--- config.mk ---
export PLATFORM = sky130hd
export DESIGN_NAME = dwt_col_lift53
export DESIGN_NICKNAME = d
export VERILOG_FILES = /design/src/rtl/dwt_col_pkg.sv /design/src/rtl/dwt_col_ram.sv /design/src/rtl/dwt_col_seq.sv /design/src/rtl/dwt_col_lift.sv /design/src/rtl/dwt_col_lift53.sv
export SDC_FILE = /design/constraint.sdc
export NUM_CORES = 2
export LEC_CHECK = 0
export ABC_AREA = 1
export ABC_CLOCK_PERIOD_IN_PS = 7720
export BUFFER_PORTS_ARGS = -buffer_cell sky130_fd_sc_hd__clkbuf_2
export CAP_MARGIN = 20
export CORE_MARGIN = 10
export CORE_UTILIZATION = 38
export DETAILED_ROUTE_END_ITERATION = 8
export PLACE_DENSITY = 0.54
export SYNTH_ARGS = -nofsm -noshare
export SYNTH_HDL_FRONTEND = slang
export SYNTH_SLANG_ARGS = --single-unit
--- constraint.sdc ---
create_clock -name clk -period 7.72 [get_ports clk]
set_input_delay 0.772 -clock clk [delete_from_list [all_inputs] [get_ports clk]]
set_output_delay 0.772 -clock clk [all_outputs]
set_load 0.02 [all_outputs]
--- src/rtl/dwt_col_pkg.sv ---
package dwt_col_pkg;

    typedef enum logic [1:0] {
        SB_HH = 2'd0,
        SB_HL = 2'd1,
        SB_LH = 2'd2,
        SB_LL = 2'd3
    } subband_e;

    // role of an incoming line within the frame
    typedef enum logic [1:0] {
        RK_SEED = 2'd0,   // line 0: only seeds the even memory
        RK_HOLD = 2'd1,   // odd line, parked until the next even line
        RK_PAIR = 2'd2,   // even line >= 2: closes a pair
        RK_LAST = 2'd3    // final (odd) line: closes the last pair
    } rowkind_e;

endpackage

--- src/rtl/dwt_col_ram.sv ---
module dwt_col_ram #(
    parameter int DEPTH = 64,
    parameter int WIDTH = 12,
    localparam int AW   = (DEPTH > 1) ? $clog2(DEPTH) : 1
) (
    input  logic             clk,
    input  logic             we,
    input  logic [AW-1:0]    waddr,
    input  logic [WIDTH-1:0] wdata,
    input  logic [AW-1:0]    raddr,
    output logic [WIDTH-1:0] rdata
);

    logic [WIDTH-1:0] mem_q [DEPTH];
    logic [WIDTH-1:0] rdata_q;

    always_ff @(posedge clk) begin
        if (we) begin
            mem_q[waddr] <= wdata;
        end
        rdata_q <= mem_q[raddr];
    end

    assign rdata = rdata_q;

endmodule

--- src/rtl/dwt_col_seq.sv ---
module dwt_col_seq
    import dwt_col_pkg::*;
#(
    parameter int IMG_W = 64,
    parameter int IMG_H = 64,
    localparam int IW   = $clog2(IMG_W),
    localparam int RW   = $clog2(IMG_H)
) (
    input  logic          clk,
    input  logic          rst_n,
    input  logic          in_valid,
    input  logic          in_sof,
    output logic          acc,
    output logic [IW-1:0] idx,
    output rowkind_e      kind,
    output logic          first_pair
);

    localparam logic [IW-1:0] IDX_LAST = IW'(IMG_W - 1);
    localparam logic [RW-1:0] ROW_LAST = RW'(IMG_H - 1);
    localparam logic [RW-1:0] ROW_TWO  = RW'(2);

    typedef struct packed {
        logic          active;
        logic [IW-1:0] idx;
        logic [RW-1:0] row;
    } seq_t;

    seq_t st_d, st_q;
    logic          start;
    logic [IW-1:0] cur_idx;
    logic [RW-1:0] cur_row;

    always_comb begin
        st_d    = st_q;
        start   = in_valid && in_sof;
        cur_idx = start ? '0 : st_q.idx;
        cur_row = start ? '0 : st_q.row;
        acc     = in_valid && (start || st_q.active);

        if (cur_row == '0) begin
            kind = RK_SEED;
        end else if (cur_row == ROW_LAST) begin
            kind = RK_LAST;
        end else if (cur_row[0]) begin
            kind = RK_HOLD;
        end else begin
            kind = RK_PAIR;
        end
        first_pair = (cur_row == ROW_TWO);
        idx        = cur_idx;

        if (acc) begin
            st_d.active = 1'b1;
            if (cur_idx == IDX_LAST) begin
                st_d.idx = '0;
                if (cur_row == ROW_LAST) begin
                    st_d.row    = '0;
                    st_d.active = 1'b0;
                end else begin
                    st_d.row = cur_row + RW'(1);
                end
            end else begin
                st_d.idx = cur_idx + IW'(1);
                st_d.row = cur_row;
            end
        end
    end

    always_ff @(posedge clk or negedge rst_n) begin
        if (!rst_n) begin
            st_q <= '0;
        end else begin
            st_q <= st_d;
        end
    end

endmodule

--- src/rtl/dwt_col_lift.sv ---
module dwt_col_lift
    import dwt_col_pkg::*;
#(
    parameter int DW = 12,
    localparam int OW = DW + 2,
    localparam int CW = DW + 4
) (
    input  rowkind_e               kind,
    input  logic                   first_pair,
    input  logic signed [DW-1:0]   x_new,
    input  logic signed [DW-1:0]   x_odd_mem,
    input  logic signed [DW-1:0]   x_even_mem,
    input  logic signed [OW-1:0]   d_prev_mem,
    output logic signed [OW-1:0]   hi,
    output logic signed [OW-1:0]   lo
);

    localparam logic signed [CW-1:0] TWO = CW'(2);

    logic signed [CW-1:0] x_odd, x_top, x_bot, d_cur, d_old, s_cur;

    always_comb begin
        // the final line is odd: mirror the even line above it
        x_top = CW'(x_even_mem);
        if (kind == RK_LAST) begin
            x_odd = CW'(x_new);
            x_bot = CW'(x_even_mem);
        end else begin
            x_odd = CW'(x_odd_mem);
            x_bot = CW'(x_new);
        end
        d_cur = x_odd - ((x_top + x_bot) >>> 1);
        d_old = first_pair ? d_cur : CW'(d_prev_mem);
        s_cur = x_top + ((d_old + d_cur + TWO) >>> 2);
        hi    = d_cur[OW-1:0];
        lo    = s_cur[OW-1:0];
    end

endmodule

--- src/rtl/dwt_col_lift53.sv ---
module dwt_col_lift53
    import dwt_col_pkg::*;
#(
    parameter int IMG_W = 64,
    parameter int IMG_H = 64,
    parameter int DW    = 12,
    localparam int OW   = DW + 2,
    localparam int IW   = $clog2(IMG_W)
) (
    input  logic                 clk,
    input  logic                 rst_n,
    input  logic                 in_valid,
    input  logic                 in_sof,
    input  logic signed [DW-1:0] in_data,
    output logic                 out_valid,
    output logic signed [OW-1:0] out_hi,
    output logic signed [OW-1:0] out_lo,
    output logic [1:0]           out_hi_code,
    output logic [1:0]           out_lo_code
);

    typedef struct packed {
        logic                 s1_v;
        rowkind_e             s1_kind;
        logic                 s1_first;
        logic [IW-1:0]        s1_idx;
        logic signed [DW-1:0] s1_x;
        logic                 o_v;
        logic signed [OW-1:0] o_hi;
        logic signed [OW-1:0] o_lo;
        subband_e             o_hcode;
        subband_e             o_lcode;
    } pipe_t;

    pipe_t st_d, st_q;

    logic          seq_acc, seq_first;
    logic [IW-1:0] seq_idx;
    rowkind_e      seq_kind;

    logic [DW-1:0] odd_rd, even_rd;
    logic [OW-1:0] dlt_rd;
    logic          odd_we, even_we, dlt_we;
    logic signed [OW-1:0] lift_hi, lift_lo;

    dwt_col_seq #(.IMG_W(IMG_W), .IMG_H(IMG_H)) seq_i (
        .clk        (clk),
        .rst_n      (rst_n),
        .in_valid   (in_valid),
        .in_sof     (in_sof),
        .acc        (seq_acc),
        .idx        (seq_idx),
        .kind       (seq_kind),
        .first_pair (seq_first)
    );

    dwt_col_ram #(.DEPTH(IMG_W), .WIDTH(DW)) odd_ram_i (
        .clk(clk), .we(odd_we), .waddr(st_q.s1_idx), .wdata(st_q.s1_x),
        .raddr(seq_idx), .rdata(odd_rd)
    );

    dwt_col_ram #(.DEPTH(IMG_W), .WIDTH(DW)) even_ram_i (
        .clk(clk), .we(even_we), .waddr(st_q.s1_idx), .wdata(st_q.s1_x),
        .raddr(seq_idx), .rdata(even_rd)
    );

    dwt_col_ram #(.DEPTH(IMG_W), .WIDTH(OW)) dlt_ram_i (
        .clk(clk), .we(dlt_we), .waddr(st_q.s1_idx), .wdata(lift_hi),
        .raddr(seq_idx), .rdata(dlt_rd)
    );

    dwt_col_lift #(.DW(DW)) lift_i (
        .kind       (st_q.s1_kind),
        .first_pair (st_q.s1_first),
        .x_new      (st_q.s1_x),
        .x_odd_mem  (odd_rd),
        .x_even_mem (even_rd),
        .d_prev_mem (dlt_rd),
        .hi         (lift_hi),
        .lo         (lift_lo)
    );

    always_comb begin
        st_d = st_q;

        // stage 1: sample waits one cycle for the line memories
        st_d.s1_v     = seq_acc;
        st_d.s1_kind  = seq_kind;
        st_d.s1_first = seq_first;
        st_d.s1_idx   = seq_idx;
        st_d.s1_x     = in_data;

        even_we = st_q.s1_v && (st_q.s1_kind == RK_SEED || st_q.s1_kind == RK_PAIR);
        odd_we  = st_q.s1_v && (st_q.s1_kind == RK_HOLD);
        dlt_we  = st_q.s1_v && (st_q.s1_kind == RK_PAIR);

        // stage 2: result register
        st_d.o_v  = st_q.s1_v && (st_q.s1_kind == RK_PAIR || st_q.s1_kind == RK_LAST);
        st_d.o_hi = lift_hi;
        st_d.o_lo = lift_lo;
        if (st_q.s1_idx[0]) begin
            st_d.o_hcode = SB_LH;
            st_d.o_lcode = SB_LL;
        end else begin
            st_d.o_hcode = SB_HH;
            st_d.o_lcode = SB_HL;
        end
    end

    always_ff @(posedge clk or negedge rst_n) begin
        if (!rst_n) begin
            st_q <= '0;
        end else begin
            st_q <= st_d;
        end
    end

    assign out_valid   = st_q.o_v;
    assign out_hi      = st_q.o_hi;
    assign out_lo      = st_q.o_lo;
    assign out_hi_code = st_q.o_hcode;
    assign out_lo_code = st_q.o_lcode;

endmodule

==> impl_metrics.ini <==
[synthesis]
synth_compound_area_share_pct = 12.2
synth_simple_gate_area_share_pct = 9.95
syn_inst = 8155
synthTopCellsByArea = edfxtp_1 (71%), nor2_1 (6.3%), o21ai_0 (5.5%)
postSynthAreaPerCell_um2 = 12.7
synth_flop_cell = edfxtp_1
syn_nets = 8247
ys_seq_area_share_pct = 73.0
ys_seq_elements = 2536
ys_top_cells_by_count = edfxtp_1 (2,432), nor2_1 (1,742), o21ai_0 (1,138)
yosysTopAreaCellShare_pct = 70.7
yosys.area.top_type = edfxtp_1
ys_types = 46
yosysMostFrequentCell = edfxtp_1
synth_edf_count = 2432
synth-async-reset-ratio_pct = 2.60
ys_warn_count = 0
synth_fa_ha_area_share_pct = 0.949
synth_top_family_by_area = compound AO/OA/AOI/OAI gates
synth_mux_area_share_pct = 0.00969
synth_area_um2 = 103000
synth_xor_area_share_pct = 0.424

[timing]
worst_pin_slew_ns = 1.15
hold_violations = 0
finClkSkew_ns = 0.0433
fin_crit_ns = 7.03
slew_violations = 0
fmax_mhz = 142
max-slew-margin-rel_pct = 22.8
rsz0062_at_grt = no
setup_tns_ns = 0
min_period_over_period_pct = 91.1
hold_ws_ns = 0.0695
setup_viol = 0

[placed_design]
place_area_um2 = 108000
dp_hpwl_um = 172000
gp_congestion = 0.827
io_buffers = 47

[cells_and_area]
n_fill_cell = 24665
fin_util_pct = 43.2
area_growth_pct = 13.2
drive_gt1_share_pct = 10.2
finalInstanceArea_um2 = 117000
final_nets = 8274

[grt]
grt_use_total_pct = 19.8
grt_pass1_wl_um = 441000
grt-ovfl-total = 0
grt_start_max_net_pins = 220
antenna_found_initial = 12
grt_pass1_vias = 63063

[job]
max-cap-violations = 0

[clock_network]
cts_max_level = 5
cts_tree = yes
clkLatencyLatePin_ns = 0.85
cts.path.max_buffers = 4
path_clk_slew_ns = 0.06
cts.sinks = 2536
cts_inserted_buffers = 274
cts_resized = 0
post_cts_buffers = 0
hold_buffers = 3
cts_root_buffer = clkbuf_16

[floorplanning]
start_util_pct = 38.2
die_x_um = 541
rows = 191
fp.dieArea_um2 = 293000
num_io_pins = 49
dieHeight_um = 541
core_area_um2 = 271000

[critical_path]
cp.required_ns = 8.45
crit_top_cell = nand2_1
cpMaxStageDelayCell = ha_1
arrival_ns = 7.76
crit_type = reg2reg
cp_max_fo = 22
slowest_delay_ns = 0.45
start_kind = flop
cp-end-kind = flop

[drt]
totalWireLength_um = 302000
drt_pass1_iterations = 6
drtAntennaViolNets = 0
vias = 66321
drc_errors = 0
wl_per_cell_um = 25.2
drt_iter0_drc = 7173
viasPerCell = 5.54

[power_and_ir_drop]
p_per_area_nw_per_um2 = 501
p_leak_nw = 37.8
irDropWorstVdd_mv = 1.14

[min_path]
hold_path.class = in2reg

[run_status]
status = finished, final reports clean
-- worst max-delay path, delay by kind of cell, from the launching register on --
family	cells	cell delay (ns)
compound gates	11	2.36
fa+ha+maj	5	1.78
simple gates	9	0.94
buf+inv	5	0.90
xor+xnor	3	0.50
flops	1	0.43
-- through the flow --
stage,power (mW),cells,worst slack [ns]
after global routing,62.3,11960,0.0681
final,58.6,11966,0.688
after floorplan,37.3,8155,0.0160
after detailed placement,46.5,11463,0.782
after CTS,59.2,11949,0.743
after global placement,46.2,11445,0.738
-- sequential cells by signal, indices dropped and copies added (netlist names), 12 cells and up --
register          flops
even_ram_i.mem_q    768
st_q                 22
dlt_ram_i.rdata      14
seq_i.st_q           13
dlt_ram_i.mem_q     896
odd_ram_i.mem_q     768
even_ram_i.rdata     12
odd_ram_i.rdata      12
out_hi               14
out_lo               14
-- routing by layer --
layer / wire (um) / track usage, % / vias to the layer above
met4: 8850 / 5.70 / 2
met2: 141000 / 31.6 / 2358
li1: - / - / 30082
met1: 131000 / 28.1 / 33441
met3: 21000 / 3.19 / 438
met5: 13 / 0 / -
-- worst paths after layout --
check | start | end | slack [ns] | cells after the start
setup / recovery | st_q[53]$_DFF_PN0_ | out_lo[13]$_DFF_PN0_ | 0.69 | 33
hold / removal | in_data[5] | st_q[38]$_DFF_PN0_ | 0.07 | 1
setup reg to reg | st_q[53]$_DFF_PN0_ | out_lo[13]$_DFF_PN0_ | 0.69 | 33
hold reg to reg | seq_i.st_q[12]$_DFFE_PN0P_ | seq_i.st_q[12]$_DFFE_PN0P_ | 0.50 | 2
max in group asynchronous | rst_n | st_q[39]$_DFF_PN0_ | 5.77 | 3
min in group asynchronous | rst_n | st_q[47]$_DFF_PN0_ | 0.69 | 2
-- layout by cell type, fill, tap and decap left out, types with 7 or more instances in the layout --
| master | instances |
|---|---|
| edfxtp_1 | 2432 |
| buf_6 | 11 |
| nor3_2 | 56 |
| inv_6 | 9 |
| nor2_2 | 27 |
| clkbuf_8 | 10 |
| buf_12 | 18 |
| buf_4 | 261 |
| inv_2 | 8 |
| dfrtp_4 | 12 |
| o22ai_1 | 80 |
| nor2_1 | 1718 |
| clkbuf_1 | 66 |
| inv_1 | 168 |
| clkinv_2 | 39 |
| diode_2 | 7 |
| bufinv_16 | 14 |
| dfrtp_1 | 54 |
| nand3_1 | 408 |
| xor2_1 | 26 |
| xor2_4 | 7 |
| o21ai_0 | 1138 |
| o211ai_1 | 608 |
| nor3_1 | 31 |
| o21ai_1 | 194 |
| nor4_2 | 21 |
| nand2_1 | 253 |
| clkbuf_2 | 46 |
| a21oi_1 | 128 |
| clkbuf_16 | 283 |
| xnor2_1 | 14 |
| dfxtp_1 | 38 |
| ha_1 | 72 |
| clkinv_1 | 59 |
-- logic make-up (layout without fill, tap and decap cells) --
family	count (synthesis)	count (layout)
other	2	9
AO/OA/AOI/OAI	2175	2175
buffers and inverters	779	1013
adder cells (fa/ha/maj)	76	76
AND/OR/NAND/NOR	2536	2536
XOR/XNOR	50	50
flip-flops	2536	2536
multiplexers	1	1
-- layout make-up --
type,instances,area [um^2],share of cell area [%]
sequential,2536,75500,64.6
clock inverter,125,986,0.843
timing repair buffer,345,2790,2.39
clock buffer,358,7450,6.37
antenna,7,17.5,0.0150
inverter,185,728,0.623
multi-input combinational,4840,25000,21.4
tap,3570,4470,3.82
-- where the power goes --
| part | switching, mW | internal (mW) | total [mW] |
|---|---|---|---|
| clock | 5.32 | 7.27 | 12.6 |
| combinational | 18.1 | 6.83 | 24.9 |
| sequential | 0.191 | 20.9 | 21.1 |
No activity file was read; power rests on OpenSTA's default activity.
